## config.mk

```make
export PLATFORM = sky130hd
export DESIGN_NAME = irq_flag_bank
export DESIGN_NICKNAME = d
export VERILOG_FILES = /design/src/rtl/irq_flag_pkg.sv /design/src/rtl/irq_flag_cell.sv /design/src/rtl/irq_req_merge.sv /design/src/rtl/irq_flag_bank.sv
export SDC_FILE = /design/constraint.sdc
export NUM_CORES = 1
export LEC_CHECK = 0
export ABC_AREA = 1
export BUFFER_PORTS_ARGS = -buffer_cell sky130_fd_sc_hd__buf_2
export CELL_PAD_IN_SITES_DETAIL_PLACEMENT = 1
export CELL_PAD_IN_SITES_GLOBAL_PLACEMENT = 1
export CORE_MARGIN = 1
export CORE_UTILIZATION = 31
export CTS_BUF_LIST = sky130_fd_sc_hd__clkbuf_16
export DETAILED_ROUTE_END_ITERATION = 6
export HOLD_SLACK_MARGIN = 0.15
export PLACE_DENSITY = 0.87
export SYNTH_ARGS = -nofsm -noshare
export SYNTH_HDL_FRONTEND = slang
export SYNTH_HIERARCHICAL = 1
export SYNTH_SLANG_ARGS = --single-unit
```

## constraint.sdc

```tcl
create_clock -name clk_i -period 2 [get_ports clk_i]
set_clock_uncertainty 0.15 [all_clocks]
set_input_delay 0.2 -clock clk_i [delete_from_list [all_inputs] [get_ports clk_i]]
set_output_delay 0.2 -clock clk_i [all_outputs]
set_load 0.01 [all_outputs]
```

## src/rtl/irq_flag_pkg.sv

```systemverilog
package irq_flag_pkg;
  typedef enum logic [2:0] {
    FK_STICKY,
    FK_PWM_GATED,
    FK_RX_LEVEL,
    FK_TX_LEVEL,
    FK_RESERVED
  } flag_kind_e;

  localparam int unsigned IDX_TMR1 = 0;
  localparam int unsigned IDX_TMR2 = 1;
  localparam int unsigned IDX_CCP1 = 2;
  localparam int unsigned IDX_SSP  = 3;
  localparam int unsigned IDX_TX   = 4;
  localparam int unsigned IDX_RX   = 5;
  localparam int unsigned IDX_ADC  = 6;
  localparam int unsigned IDX_PAR  = 7;
  localparam int unsigned IDX_CCP2 = 8;
  localparam int unsigned IDX_TMR3 = 9;
  localparam int unsigned IDX_HLVD = 10;
  localparam int unsigned IDX_BCOL = 11;
  localparam int unsigned IDX_NVM  = 12;
  localparam int unsigned IDX_USB  = 13;
  localparam int unsigned IDX_CMP  = 14;
  localparam int unsigned IDX_OSC  = 15;

  function automatic flag_kind_e flag_kind(int unsigned idx, bit has_par);
    if (idx == IDX_RX) return FK_RX_LEVEL;
    if (idx == IDX_TX) return FK_TX_LEVEL;
    if (idx == IDX_CCP1 || idx == IDX_CCP2) return FK_PWM_GATED;
    if (idx == IDX_PAR && !has_par) return FK_RESERVED;
    return FK_STICKY;
  endfunction
endpackage

```

## src/rtl/irq_flag_cell.sv

```systemverilog
module irq_flag_cell
  import irq_flag_pkg::*;
#(
  parameter flag_kind_e KIND = FK_STICKY
) (
  input  logic clk_i,
  input  logic rst_ni,
  input  logic evt_i,
  input  logic block_i,
  input  logic level_i,
  input  logic wr_i,
  input  logic wdata_i,
  output logic flag_o
);
  logic flag_q, flag_d;

  always_comb begin
    unique case (KIND)
      FK_STICKY:    flag_d = evt_i ? 1'b1 : (wr_i ? wdata_i : flag_q);
      // events count only outside PWM mode
      FK_PWM_GATED: flag_d = (evt_i && !block_i) ? 1'b1 : (wr_i ? wdata_i : flag_q);
      FK_RX_LEVEL,
      FK_TX_LEVEL:  flag_d = level_i;
      default:      flag_d = 1'b0;
    endcase
  end

  always_ff @(posedge clk_i or negedge rst_ni) begin
    if (!rst_ni) flag_q <= 1'b0;
    else         flag_q <= flag_d;
  end

  assign flag_o = flag_q;
endmodule

```

## src/rtl/irq_req_merge.sv

```systemverilog
module irq_req_merge #(
  parameter int unsigned N = 16
) (
  input  logic         clk_i,
  input  logic         rst_ni,
  input  logic [N-1:0] flags_i,
  input  logic [N-1:0] en_i,
  input  logic         gie_i,
  output logic         irq_o
);
  logic irq_q;

  always_ff @(posedge clk_i or negedge rst_ni) begin
    if (!rst_ni) irq_q <= 1'b0;
    else         irq_q <= gie_i && |(flags_i & en_i);
  end

  assign irq_o = irq_q;
endmodule

```

## src/rtl/irq_flag_bank.sv

```systemverilog
module irq_flag_bank
  import irq_flag_pkg::*;
#(
  parameter int unsigned NUM_REGS     = 2,
  parameter int unsigned REG_W        = 8,
  parameter bit          HAS_PAR_PORT = 1'b1,
  localparam int unsigned NUM_FLAGS   = NUM_REGS * REG_W,
  localparam int unsigned ADDR_W      = (NUM_REGS > 1) ? $clog2(NUM_REGS) : 1
) (
  input  logic                 clk_i,
  input  logic                 rst_ni,
  input  logic [NUM_FLAGS-1:0] evt_i,
  input  logic                 ccp1_pwm_i,
  input  logic                 ccp2_pwm_i,
  input  logic                 rx_full_i,
  input  logic                 tx_empty_i,
  input  logic                 reg_we_i,
  input  logic [ADDR_W-1:0]    reg_addr_i,
  input  logic [REG_W-1:0]     reg_wdata_i,
  output logic [REG_W-1:0]     reg_rdata_o,
  input  logic [NUM_FLAGS-1:0] en_i,
  input  logic                 gie_i,
  output logic                 irq_o
);
  logic [NUM_FLAGS-1:0] flags;
  logic [REG_W-1:0]     regs [NUM_REGS];

  for (genvar i = 0; i < NUM_FLAGS; i++) begin : g_flag
    localparam flag_kind_e K = flag_kind(i, HAS_PAR_PORT);
    logic blk, lvl, wr;

    assign blk = (i == IDX_CCP1) ? ccp1_pwm_i :
                 (i == IDX_CCP2) ? ccp2_pwm_i : 1'b0;
    assign lvl = (i == IDX_RX) ? rx_full_i :
                 (i == IDX_TX) ? tx_empty_i : 1'b0;
    assign wr  = reg_we_i && (reg_addr_i == ADDR_W'(i / REG_W));

    irq_flag_cell #(.KIND(K)) u_cell (
      .clk_i   (clk_i),
      .rst_ni  (rst_ni),
      .evt_i   (evt_i[i]),
      .block_i (blk),
      .level_i (lvl),
      .wr_i    (wr),
      .wdata_i (reg_wdata_i[i % REG_W]),
      .flag_o  (flags[i])
    );
  end

  for (genvar r = 0; r < NUM_REGS; r++) begin : g_view
    assign regs[r] = flags[r*REG_W +: REG_W];
  end

  assign reg_rdata_o = regs[reg_addr_i];

  irq_req_merge #(.N(NUM_FLAGS)) u_merge (
    .clk_i   (clk_i),
    .rst_ni  (rst_ni),
    .flags_i (flags),
    .en_i    (en_i),
    .gie_i   (gie_i),
    .irq_o   (irq_o)
  );
endmodule

```

==> results.sh <==
export IMPL_status="completed"
export IMPL_dr_max_layer_used="met4"
export IMPL_start_util_pct=33.57
export IMPL_fp_dieH_um=60.44
export IMPL_syn_avg_cell_area_um2=6.964
export IMPL_core_mm2=0.003153
export IMPL_worstPathRequired_ns=1.98
export IMPL_reg2reg_from="g_flag[3].u_cell/flag_o"
export IMPL_drtIter0Drc=12
export IMPL_met2_length_mm=2.087
export IMPL_dr_pass1_iters=4
export IMPL_drc=0
export IMPL_cts_resized=0
export IMPL_p_leak_nw=0.9829
export IMPL_cts_tree="done"
export IMPL_antenna_found_initial=0
export IMPL_cp_end_kind="flip-flop"
export IMPL_maxCapViolCount=0
export IMPL_area_growth_pct=70.92
export IMPL_layout_drive_gt1_share_pct=35.92
export IMPL_htree_num_levels=1
export IMPL_whs_path_depth=7
export IMPL_path_max_fanout=16
export IMPL_grt_max_degree=18
export IMPL_cp_start_kind="primary input"
export IMPL_cts_root_buf="clkbuf_16"
export IMPL_insertion_delay_ns=0.25
export IMPL_criticalPathCategory="primary input to flip-flop"
export IMPL_port_buffers=55
export IMPL_finalInstanceArea_mm2=0.001809
export IMPL_num_rows=20
export IMPL_final_hold_violation_count=0
export IMPL_arrival_ns=1.72
export IMPL_hold_start="en_i[0]"
export IMPL_synthCells=152
export IMPL_path_clk_slew_ns=0.05
export IMPL_r2r_end="g_flag[3].u_cell/flag_o"
export IMPL_route_vias_total=1240
export IMPL_die_x_um=60.44
export IMPL_dp_hpwl_mm=2.316
export IMPL_syn_nets=201
export IMPL_gp_congestion=0.6666
export IMPL_vdd_ir_drop_max_uv=263.6
export IMPL_grt_pass1_vias=1339
export IMPL_nFillCells=444
export IMPL_worst_slew_pin_slew_ns=0.5497
export IMPL_yosys_warnings=6
export IMPL_place_area_mm2=0.001389
export IMPL_reg2reg_slack_ns=0.60
export IMPL_drv_slew=0
export IMPL_dr_wl_met3_um=115
export IMPL_ant_nets=0
export IMPL_clock_path_buffers=2
export IMPL_worstRegToRegCells=3
export IMPL_fin_crit_sh_pct=86.92
export IMPL_grt_pass1_wl_mm=5.837
export IMPL_wl_met1_mm=1.437
export IMPL_io_pins=58
export IMPL_hp_class="primary input to flip-flop"
export IMPL_nets=295
export IMPL_max_slew_margin_pct=63.32
export IMPL_netlist_area_mm2=0.001059
export IMPL_fin_util_pct=57.38
export IMPL_viasPerCell=4.291
export IMPL_cts_made_buffers=3
export IMPL_die_area_mm2=0.003652
export IMPL_min_to="u_merge/irq_o"
export IMPL_fin_crit_ns=1.738
export IMPL_setup_violations_final=0
export IMPL_grt_overflow=0
export IMPL_drt_wl_total_mm=3.659
export IMPL_insertedDiodeCount=0
export IMPL_wire_per_inst_um=12.66
export IMPL_grt_usage_pct=22.53
export IMPL_tns_ns=0
export IMPL_cellPowerDensity_mw_per_mm2=578.8
export IMPL_clock_sinks=17
export IMPL_rsz0062_at_grt="no"
export IMPL_max_clock_freq_mhz=575.2
==> critical path: stages <==
cell and delay [ns]:
buf_2 0.21, nand2_1 0.08, inv_1 0.42, inv_1 0.12, nand2_2 0.08, nand3_2 0.05
dlygate4sd3_1 0.55
==> power by group <==
part / total (mW) / switching (mW) / internal [mW] / leakage (nW)
Combinational: 0.258 / 0.124 / 0.135 / 0.768
Clock: 0.399 / 0.132 / 0.267 / 0.0409
Sequential: 0.390 / 0.0219 / 0.368 / 0.174
==> layer usage <==
metal | vias to the layer above | global-route usage, %
met1 | 578 | 23.25
met5 | - | 0
li1 | 628 | -
met2 | 32 | 46.94
met4 | 0 | 5.844
met3 | 2 | 2.559
==> worst max path at each step <==
| stage | to | start | slack, ns |
|---|---|---|---|
| 6_report | g_flag[15].u_cell/flag_o | reg_addr_i | 0.26 |
| 5_1_grt | g_flag[13].u_cell/flag_o | reg_addr_i | 0.13 |
| 4_1_cts | g_flag[10].u_cell/flag_o | reg_addr_i | 0.23 |
| 3_5_place_dp | g_flag[10].u_cell/flag_o | reg_addr_i | 0.53 |
| 3_3_place_gp | g_flag[8].u_cell/flag_o | reg_addr_i | 0.57 |
| 2_1_floorplan | g_flag[2].u_cell/flag_o | reg_addr_i | 0.74 |
==> sequential cells by signal, indices dropped and copies added, names as in the netlist <==
| signal | cells |
|---|---|
| u_merge/irq_o | 1 |
| g_flag.u_cell/flag_o | 16 |
==> area by class of cell <==
cell class,instances,area (um2),area share [%]
clock buffers,3,75.07,4.149
clock inverters,1,5.005,0.2766
inverters,32,120.1,6.639
multi-input cells,102,505.5,27.94
flip-flops and latches,17,425.4,23.51
well taps,44,55.05,3.043
repair buffers,90,623.1,34.44
==> repair_timing <==
action	4_1_cts	5_1_grt
hold endpoints to repair	34	0
buffers inserted	0	0
hold buffers	34	0
==> layout by cell type, fill, tap and decap left out, drive strengths merged <==
master / instances
nand3: 14
dfrtp: 17
buf: 56
nor2: 7
nand2: 81
clkbuf: 3
dlygate4sd3: 34
clkinv: 1
inv: 32
==> stage by stage <==
step	hold WS (ns)	worst slack (ns)	instances	power, mW
final	0.2490	0.2616	289	1.047
after floorplan	-0.2456	0.7396	152	0.4989
after global routing	0.2682	0.1335	289	1.104
after global placement	-0.002613	0.5670	251	0.5851
after detailed placement	-0.002558	0.5297	251	0.5943
after CTS	0.2209	0.2347	289	1.050
(Power assumes the default switching activity.)
